**config.mk**
```make
export PLATFORM = sky130hd
export DESIGN_NAME = dac_chain_master
export DESIGN_NICKNAME = d
export VERILOG_FILES = /design/src/rtl/dcm_pkg.sv /design/src/rtl/dcm_frame_pack.sv /design/src/rtl/dcm_half_timer.sv /design/src/rtl/dcm_sequencer.sv /design/src/rtl/dac_chain_master.sv
export SDC_FILE = /design/constraint.sdc
export NUM_CORES = 1
export LEC_CHECK = 0
export CORE_MARGIN = 10
export CORE_UTILIZATION = 45
export CTS_BUF_LIST = sky130_fd_sc_hd__clkbuf_8
export DETAILED_ROUTE_END_ITERATION = 10
export PLACE_DENSITY = 0.7
export SLEW_MARGIN = 20
export SYNTH_ARGS = -nofsm -noshare
export SYNTH_HDL_FRONTEND = slang
export SYNTH_SLANG_ARGS = --single-unit
```
**constraint.sdc**
```tcl
create_clock -name clk -period 2.5 [get_ports clk]
set_input_delay 0.25 -clock clk [delete_from_list [all_inputs] [get_ports clk]]
set_output_delay 0.25 -clock clk [all_outputs]
set_load 0.1 [all_outputs]
```
**src/rtl/dcm_pkg.sv**
```systemverilog
// Package: shared widths, codes and sequencer states for the daisy-chain DAC master.
// Assumes every device in the chain uses the same 32-bit word format.
package dcm_pkg;
    localparam int FILL_W = 8;
    localparam int CMD_W  = 4;
    localparam int ADDR_W = 4;
    localparam int DATA_W = 16;
    localparam int WORD_W = FILL_W + CMD_W + ADDR_W + DATA_W;

    localparam logic [CMD_W-1:0]  NOP_CMD  = 4'b1111;
    localparam logic [ADDR_W-1:0] NOP_ADDR = 4'b1111;

    typedef enum logic [2:0] {
        ST_IDLE,
        ST_LEAD,
        ST_HIGH,
        ST_LOW,
        ST_TAIL,
        ST_RECOV
    } seq_state_t;
endpackage

```
**src/rtl/dcm_frame_pack.sv**
```systemverilog
// Frame packer: builds one 32-bit word per device and places device N_DEV-1 in
// the most significant word, so that it is shifted out first.
// Assumes the requests are held stable while the sequencer captures the frame.
module dcm_frame_pack
    import dcm_pkg::*;
#(
    parameter int N_DEV = 4,
    localparam int TOT_W = WORD_W * N_DEV
) (
    input  logic [N_DEV-1:0]        dev_en,
    input  logic [CMD_W*N_DEV-1:0]  dev_cmd,
    input  logic [ADDR_W*N_DEV-1:0] dev_addr,
    input  logic [DATA_W*N_DEV-1:0] dev_data,
    output logic [TOT_W-1:0]        frame
);
    for (genvar i = 0; i < N_DEV; i++) begin : g_word
        // Per-device word: the requested command, or a no-operation filler.
        always_comb begin
            if (dev_en[i])
                frame[WORD_W*i +: WORD_W] = {{FILL_W{1'b0}},
                                             dev_cmd[CMD_W*i +: CMD_W],
                                             dev_addr[ADDR_W*i +: ADDR_W],
                                             dev_data[DATA_W*i +: DATA_W]};
            else
                frame[WORD_W*i +: WORD_W] = {{FILL_W{1'b0}}, NOP_CMD, NOP_ADDR,
                                             {DATA_W{1'b0}}};
        end
    end
endmodule

```
**src/rtl/dcm_half_timer.sv**
```systemverilog
// Half-period timer: while run is high, it pulses expire once every HALF_CYC
// clocks. Its count returns to zero whenever run is low.
// Assumes HALF_CYC >= 1.
module dcm_half_timer #(
    parameter int HALF_CYC = 3,
    localparam int CW = (HALF_CYC > 1) ? $clog2(HALF_CYC) : 1
) (
    input  logic clk,
    input  logic rst_n,
    input  logic run,
    output logic expire
);
    logic [CW-1:0] cnt;

    assign expire = run && (cnt == CW'(HALF_CYC - 1));

    // Count system clocks within the current phase.
    always_ff @(posedge clk) begin
        if (!rst_n)
            cnt <= '0;
        else if (!run || expire)
            cnt <= '0;
        else
            cnt <= cnt + 1'b1;
    end

    AST_TIMER_BOUND: assert property (@(posedge clk) disable iff (!rst_n)
        cnt <= CW'(HALF_CYC - 1));
endmodule

```
**src/rtl/dcm_sequencer.sv**
```systemverilog
// Sequencer: captures the frame on start, drives load_n, sck and ser_out one
// phase at a time, and samples the return bit on each sck rise.
// Assumes expire comes from a timer that runs while busy is high.
module dcm_sequencer
    import dcm_pkg::*;
#(
    parameter int N_DEV = 4,
    localparam int TOT_W = WORD_W * N_DEV,
    localparam int BW    = $clog2(TOT_W),
    localparam int EW    = $clog2(TOT_W + 1)
) (
    input  logic             clk,
    input  logic             rst_n,
    input  logic             start,
    input  logic [TOT_W-1:0] frame,
    input  logic             chain_ret,
    input  logic             expire,
    output logic             run,
    output logic             sck,
    output logic             ser_out,
    output logic             load_n,
    output logic             busy,
    output logic             done,
    output logic [TOT_W-1:0] readback
);
    seq_state_t       state;
    logic [TOT_W-1:0] sh;
    logic [BW-1:0]    bit_idx;
    logic             sck_q, load_n_q, done_q;
    logic [TOT_W-1:0] rb;

    assign run      = (state != ST_IDLE);
    assign busy     = run;
    assign sck      = sck_q;
    assign ser_out  = sh[TOT_W-1];
    assign load_n   = load_n_q;
    assign done     = done_q;
    assign readback = rb;

    // Phase machine: move to the next phase on each timer expiry.
    always_ff @(posedge clk) begin
        if (!rst_n) begin
            state    <= ST_IDLE;
            sh       <= '0;
            bit_idx  <= '0;
            sck_q    <= 1'b0;
            load_n_q <= 1'b1;
            done_q   <= 1'b0;
            rb       <= '0;
        end else begin
            done_q <= 1'b0;
            case (state)
                ST_IDLE: if (start) begin
                    sh       <= frame;
                    bit_idx  <= '0;
                    load_n_q <= 1'b0;
                    state    <= ST_LEAD;
                end
                ST_LEAD, ST_LOW: if (expire) begin
                    sck_q <= 1'b1;
                    rb    <= {rb[TOT_W-2:0], chain_ret};
                    state <= ST_HIGH;
                end
                ST_HIGH: if (expire) begin
                    sck_q <= 1'b0;
                    if (bit_idx == BW'(TOT_W - 1)) begin
                        state <= ST_TAIL;
                    end else begin
                        bit_idx <= bit_idx + 1'b1;
                        sh      <= {sh[TOT_W-2:0], 1'b0};
                        state   <= ST_LOW;
                    end
                end
                ST_TAIL: if (expire) begin
                    load_n_q <= 1'b1;
                    sh       <= '0;
                    done_q   <= 1'b1;
                    state    <= ST_RECOV;
                end
                ST_RECOV: if (expire) state <= ST_IDLE;
                default: state <= ST_IDLE;
            endcase
        end
    end

    // Checker state: count sck rises inside one load window.
    logic          sck_d;
    logic [EW-1:0] edge_cnt;
    always_ff @(posedge clk) begin
        if (!rst_n) begin
            sck_d    <= 1'b0;
            edge_cnt <= '0;
        end else begin
            sck_d <= sck_q;
            if (state == ST_IDLE && start)
                edge_cnt <= '0;
            else if (sck_q && !sck_d)
                edge_cnt <= edge_cnt + 1'b1;
        end
    end

    AST_EDGE_COUNT: assert property (@(posedge clk) disable iff (!rst_n)
        $rose(load_n_q) |-> (edge_cnt == EW'(TOT_W)));
    AST_SCK_ON_TICK: assert property (@(posedge clk) disable iff (!rst_n)
        (sck_q != $past(sck_q)) |-> $past(expire));
    AST_SCK_IDLE_LOW: assert property (@(posedge clk) disable iff (!rst_n)
        load_n_q |-> !sck_q);
    AST_DATA_HELD: assert property (@(posedge clk) disable iff (!rst_n)
        (sck_q && $past(sck_q)) |-> $stable(ser_out));
    AST_DONE_AT_LOAD: assert property (@(posedge clk) disable iff (!rst_n)
        done_q |-> $rose(load_n_q));
    AST_DONE_SINGLE: assert property (@(posedge clk) disable iff (!rst_n)
        done_q |=> !done_q);
endmodule

```
**src/rtl/dac_chain_master.sv**
```systemverilog
// Top: host master for a daisy chain of N_DEV quad DACs. Each start pulse
// sends one frame of 32*N_DEV bits within a single load window.
// Assumes HALF_CYC system clocks cover the minimum SCK high and low times.
module dac_chain_master
    import dcm_pkg::*;
#(
    parameter int N_DEV    = 4,
    parameter int HALF_CYC = 3,
    localparam int TOT_W = WORD_W * N_DEV
) (
    input  logic                    clk,
    input  logic                    rst_n,
    input  logic                    start,
    input  logic [N_DEV-1:0]        dev_en,
    input  logic [CMD_W*N_DEV-1:0]  dev_cmd,
    input  logic [ADDR_W*N_DEV-1:0] dev_addr,
    input  logic [DATA_W*N_DEV-1:0] dev_data,
    input  logic                    chain_ret,
    output logic                    sck,
    output logic                    ser_out,
    output logic                    load_n,
    output logic                    busy,
    output logic                    done,
    output logic [TOT_W-1:0]        readback
);
    logic [TOT_W-1:0] frame;
    logic             run, expire;

    dcm_frame_pack #(.N_DEV(N_DEV)) u_pack (
        .dev_en  (dev_en),
        .dev_cmd (dev_cmd),
        .dev_addr(dev_addr),
        .dev_data(dev_data),
        .frame   (frame)
    );

    dcm_half_timer #(.HALF_CYC(HALF_CYC)) u_timer (
        .clk   (clk),
        .rst_n (rst_n),
        .run   (run),
        .expire(expire)
    );

    dcm_sequencer #(.N_DEV(N_DEV)) u_seq (
        .clk      (clk),
        .rst_n    (rst_n),
        .start    (start),
        .frame    (frame),
        .chain_ret(chain_ret),
        .expire   (expire),
        .run      (run),
        .sck      (sck),
        .ser_out  (ser_out),
        .load_n   (load_n),
        .busy     (busy),
        .done     (done),
        .readback (readback)
    );
endmodule

```
Yosys cells after proc, flatten, opt, wreduce, memory -nomap -nowiden
Cells that the tools add are included.

storage, ports and cells
  bits in registers = 271
  input port bits = 104
  word-level logic and storage cells = 68

operators by class
  $add $sub $neg = 2
  equality and inequality tests = 13
  mux-type cells = 26
  bitwise logic cells = 1
  reductions and logical operators = 18

operator list
  cell                                           count
  two-way mux 128 bit                            4
  one-hot mux 128 bit (3 select lines)           1
  two-way mux 24 bit                             4
  two-way mux 7 bit                              3
  two-way mux 3 bit                              6
  one-hot mux 3 bit (5 select lines)             1
  one-hot mux 7 bit (2 select lines)             1
  inequality test 2 bit, second input constant   6
  AND reduction 5 bit                            2
  adder 7 x 1 -> 7 bit, second input constant    1
  == test 7 bit, second input constant           1
  == test 3 x 2 -> 1 bit, second input constant  2
  == test 3 bit, second input constant           2
  AND reduction 3 bit                            2
  nonzero test 2 bit                             3
  nonzero test 3 bit                             2
  two-way mux 1 bit                              4
  one-hot mux 1 bit (2 select lines)             2
  AND reduction 2 bit                            2
  AND reduction 4 bit                            1
  OR reduction 2 bit                             2
  == test 3 x 1 -> 1 bit, second input constant  1
  logical NOT 3 bit                              1
  adder 2 x 1 -> 2 bit, second input constant    1
  other kinds (5)                                5

Logic depth before layout (Yosys ltp)
  depth after elaboration = 4
  mapped depth = 9
  gate-level depth less buffers = 6

By module
From an unflattened synthesis, not the netlist that was laid out.

second synthesis, totals
  cell total of the unflattened synthesis = 1539
  area total of the unflattened synthesis = 13252.7 µm²

by module, submodules not included
  module          instances  cells an instance  area an instance (µm²)  sequential area each (µm²)
  dcm_sequencer   1          1395               12259.3                 5385.2
  dcm_frame_pack  1          137                904.6                   0.0
  dcm_half_timer  1          7                  88.8                    40.0

Worst setup path after synthesis
OpenSTA, ideal clock, no wires.

  kind = reg2reg
  from = register u_timer.cnt[0]
  to = register u_seq.sh[45]
  data arrival time = 1.775 ns
  setup slack = 0.603 ns
  cell stages (with the launch flop) = 10
  cell sequence = dfxtp_1 inv_1 ha_1 and4bb_2 o21ai_2 and2_1 buf_2 buf_6 buf_6 o311a_1

on the way
  longest elaborated chain between the ends = 4
  elaborated cells between the ends (all ways) = 5
  those cells by class = 3 x eq/ne; 2 x reduce/logical

RTL lines
  element                          line                  text
  from (decl)                      dcm_half_timer.sv:13  logic [CW-1:0] cnt;
  from (signal assigned)           dcm_half_timer.sv:24  cnt <= cnt + 1'b1;
  == test 2 bit *                  dcm_half_timer.sv:15  assign expire = run && (cnt == CW'(HALF_CYC - 1));
  logical AND 1 bit *              dcm_half_timer.sv:15
  inequality test 2 bit (no line)  --
  AND reduction 5 bit (no line) *  --
  to (signal assigned)             dcm_sequencer.sv:54   sh <= frame;
  to (signal assigned)             dcm_sequencer.sv:70   sh <= {sh[TOT_W-2:0], 1'b0};
  to (decl)                        dcm_sequencer.sv:27   logic [TOT_W-1:0] sh;

Every way passes the cells marked *; elsewhere a longest branch is shown, timed or not.
A chain may end at the register's enable or synchronous reset.

Final worst setup path
  from = register u_timer.cnt[0]
  to = register u_seq.sh[14]

The elaborated chain is that of the path after synthesis.

==> impl_results.md <==
- Status: finished, final reports clean
- Clk pwr share: about 41%
- Hold Fails Final Rpt: 0
- Setup WS pre-CTS: -0.06491 ns
- GP Congestion: about 0.78
- Placed wire-length estimate: around 22000 um
- R2r startpoint: u_timer.cnt[0]$_SDFF_PP0_
- Psw: around 2.4 mW
- Largest family of logic cells by synthesized area: compound AO/OA/AOI/OAI gates
- Total grt overflow: 0
- Critical Path AT: 2.77 ns
- Post-synthesis simple-gate area fraction: 22.31%
- Xor/xnor cell area share of the yosys netlist: less than 1%
- Clock buffer depth: 3
- Syn avg cell area: between 8 and 9 sq um
- Peak Freq: about 0.43 GHz
- Drt via density: between 5 and 6
- Pin count of the biggest net entering global routing: ~130
- # Post-CTS Setup Buffers: 0
- Antenna-violating nets left: 0
- WP data required: 2.94 ns
- Worst reg2reg path endpoint: u_seq.sh[14]$_SDFFE_PN0P_
- Compound-Gate Fraction of Synth Area: 23.30%
- Num CTS Buffers: 47
- Synth-to-Final Area Change: 26.38%
- Sw Share: about 25%
- Mapped Nets: 1665
- Clk sinks: between 200 and 300
- Critical Path Sink Type: flop
- Cells on worst reg2reg path: 8
- Post-synthesis cell area: 12490 sq um
- Maximum VDD drop: approximately 0.35 mV
- Min-Delay Path Depth: 2
- DRC viols: 0
- Final WS setup: ~0.17 ns
- Initial antenna violation count: 1
- Placed cell area: between 10000 and 15000 sq um
- Worst min path class: input pin to flop
- Pleak: 6.241 nW
- Post-synth EDFFs: 0
- Post-synthesis cell type count: 41
- Die height: 186.6 um
- Vias in the first global route: about 11000
- Met1 Use GR: 26.07%
- Int Power: slightly above 7 mW
- Cell area after layout: 15790 sq um
- Port Buf Inserts: 236
- Pwr Density: just over 600 nW/um^2
- Tmin final: 2.327 ns
- Register area share after synthesis: about 43%
- CP max FO: about 70
- DRT iter0 DRCs: between 1000 and 1500
- Max_slew headroom: a little under half
- Hold path start: rst_n
- Clock latency on the worst-skew pair: about 0.55 ns
- Site row count: 60
- Gr busiest metal: met2
- Core area: roughly 27000 sq um
- Worst hold slack: ~0.17 ns
- Critical path's slowest cell: buf_6
- H-tree levels: 2
- Hold Path End: u_seq.load_n$_SDFFE_PN1P_
- Seq pwr share: 47.2%
- Gate power share: a little under an eighth
- Synth warn: 0
- Flops & latches, synth: between 200 and 300
- CP Class: flop to flop
- Ratio of cells with drive above 1 in the final layout: 14.31%
- Max-cap violation count: 0
- IO Count: roughly 240
- GR Layer Usage met2: between 20% and 30%
- N_diodes: 0
- CP Buf/Inv Count: 3
- Clk_skew: around 0.016 ns
- GR Layer Usage met3: around 4.5%
- # setup viols final: 0
- Nets: about 1800
- Synth Flop Type: dfxtp_1
- Final count of pins violating max slew: 0
- First-pass GRT wire length: about 57000 um
- Fin Setup TNS: 0 ns
- Routed WL: about 35000 um
- Adder-Cell Fraction of Synth Area: less than 1%
- Total GRT Usage: 18.69%
- Total power: between 9 and 10 mW
- Crit start category: flop
- Total die area: between 30000 and 40000 sq um
- Routed vias: around 12000
- Starting density of the core: a little under half
- Die width: roughly 190 um
- Slowest Stage Delay on Critical Path: 0.45 ns
- 1st-pass router iterations: 7
- Fillers: about 2500
- TritonCTS clock tree: done
- Clk slew on worst S/H paths: 0.06 ns
- RSZ-0062 raised after global routing: false
- CP top delay family: buffers and inverters
- Post-route clock period utilization: 93.07%
- Drt wl/cell: between 15 and 20 um
- Cell count after synthesis: about 1600
- Clock root buffer: clkbuf_8
- Mux cell area share after synthesis: about 2.7%
- Async SR Flop Fraction: 0%
- Worst-path cell chain: inv_1 -> ha_1 -> and4bb_2 -> a21oi_4 -> buf_6 -> buf_4 -> nand3_1 -> o311a_1
- Worst-Margin Slew: approximately 0.80 ns
- Setup slack, reg-to-reg: between 0.15 and 0.2 ns
==> cells in the mapped netlist, types with 20 or more instances <==
cell	number	share of area [%]
o311a_1	91	7.3
buf_2	20	0.80
a21boi_0	130	7.8
nand2_1	362	11
o32ai_1	95	6.7
nor2_1	103	3.1
clkbuf_1	128	3.8
nand3_1	130	5.2
inv_1	97	2.9
dfxtp_1	271	43
nor2b_1	33	1.7
mux2i_1	33	2.6
==> worst register-to-register path, stage by stage, from the launching register on <==
cell      delay (ns)
dfxtp_1         0.33
inv_1           0.05
ha_1            0.22
and4bb_2        0.25
a21oi_4         0.13
buf_6           0.45
buf_4           0.48
nand3_1         0.13
o311a_1         0.18
==> how the worst max path moves through the flow <==
stage	slack, ns	to	from	cells past startpoint
global placement	-0.04	u_seq.sh[10]$_SDFFE_PN0P_	start	7
detailed placement	-0.06	u_seq.sh[81]$_SDFFE_PN0P_	start	7
global route	0.04	u_seq.sh[3]$_SDFFE_PN0P_	u_timer.cnt[0]$_SDFF_PP0_	8
finish	0.17	u_seq.sh[14]$_SDFFE_PN0P_	u_timer.cnt[0]$_SDFF_PP0_	8
floorplan	0.60	u_seq.sh[45]$_SDFFE_PN0P_	u_timer.cnt[0]$_SDFF_PP0_	9
CTS	0.02	u_seq.sh[119]$_SDFFE_PN0P_	u_timer.cnt[0]$_SDFF_PP0_	8
==> layer usage <==
layer	wire length (um)	share of wire (%)	up-vias
met5	0	0	-
met4	576	1.6	0
met3	2507	7.1	51
met2	15560	44	430
met1	16550	47	5516
li1	-	-	5753
==> cell usage in the layout, fill, tap and decap left out, types with 2 or more instances in the layout <==
cell type	n
o32ai_1	95
buf_6	2
nand2_1	361
inv_1	115
clkbuf_8	62
and4bb_2	2
o211ai_1	2
nor2_1	102
a21oi_4	2
a31oi_1	3
mux2i_1	33
nor2b_1	33
nand2b_1	2
a21boi_0	130
clkdlybuf4s50_1	102
o311a_1	91
nand3b_1	2
dfxtp_1	270
o31ai_1	4
nand3_1	130
buf_12	10
and3_1	3
or2_4	2
ha_1	2
nand4_1	7
buf_4	158
o21ai_0	11
a21oi_1	3
==> repair_timing <==
action | CTS | global route
resized for setup | 1 | 1
endpoints found under the hold margin | 0 | 0
setup endpoints to repair | 1 | 31
hold buffers | 0 | 0
==> power groups by stage <==
| stage | sequential, mW | clock [mW] | combinational [mW] |
|---|---|---|---|
| floorplan | 4.61 | 0 | 0.712 |
| global placement | 4.60 | 0 | 1.05 |
| detailed placement | 4.60 | 0 | 1.07 |
| CTS | 4.51 | 4.06 | 1.08 |
| global route | 4.52 | 4.28 | 1.20 |
| finish | 4.51 | 3.96 | 1.09 |
==> kinds of logic (layout without fill, tap and decap cells) <==
family | Yosys count | count (layout)
and+or+nand+nor | 654 | 654
xor gates and xnor gates | 1 | 1
buffers and inverters | 251 | 453
adders and majority gates | 2 | 2
muxes | 34 | 34
AOI/OAI and AO/OA | 346 | 346
DFF | 271 | 271
==> sequential cells by signal, indices dropped and copies added (netlist names) <==
register / count
u_seq.sh: 128
u_seq.done: 1
u_seq.load_n: 1
u_seq.state: 3
u_seq.sck: 1
u_seq.bit_idx: 7
u_timer.cnt: 2
u_seq.readback: 128
==> area by class of cell <==
cell class / instances / area, sq um / share of cell area (%)
Clock inverter: 21 / 88.84 / 0.5627
Tap cell: 372 / 465.4 / 2.948
Multi-Input combinational cell: 1037 / 6128 / 38.82
Timing Repair Buffer: 274 / 2471 / 15.65
Sequential cell: 271 / 5429 / 34.39
Inverter: 97 / 364.1 / 2.306
Clock buffer: 61 / 839.6 / 5.318
==> stage by stage <==
| stage | utilization, % | instances |
|---|---|---|
| 2_1_floorplan | - | 1559 |
| 6_report | 58.25 | 2133 |
| 3_3_place_gp | 54.70 | 2050 |
| 5_1_grt | 58.25 | 2133 |
| 4_1_cts | 58.13 | 2132 |
| 3_5_place_dp | 54.70 | 2050 |
(Power assumes the default switching activity.)
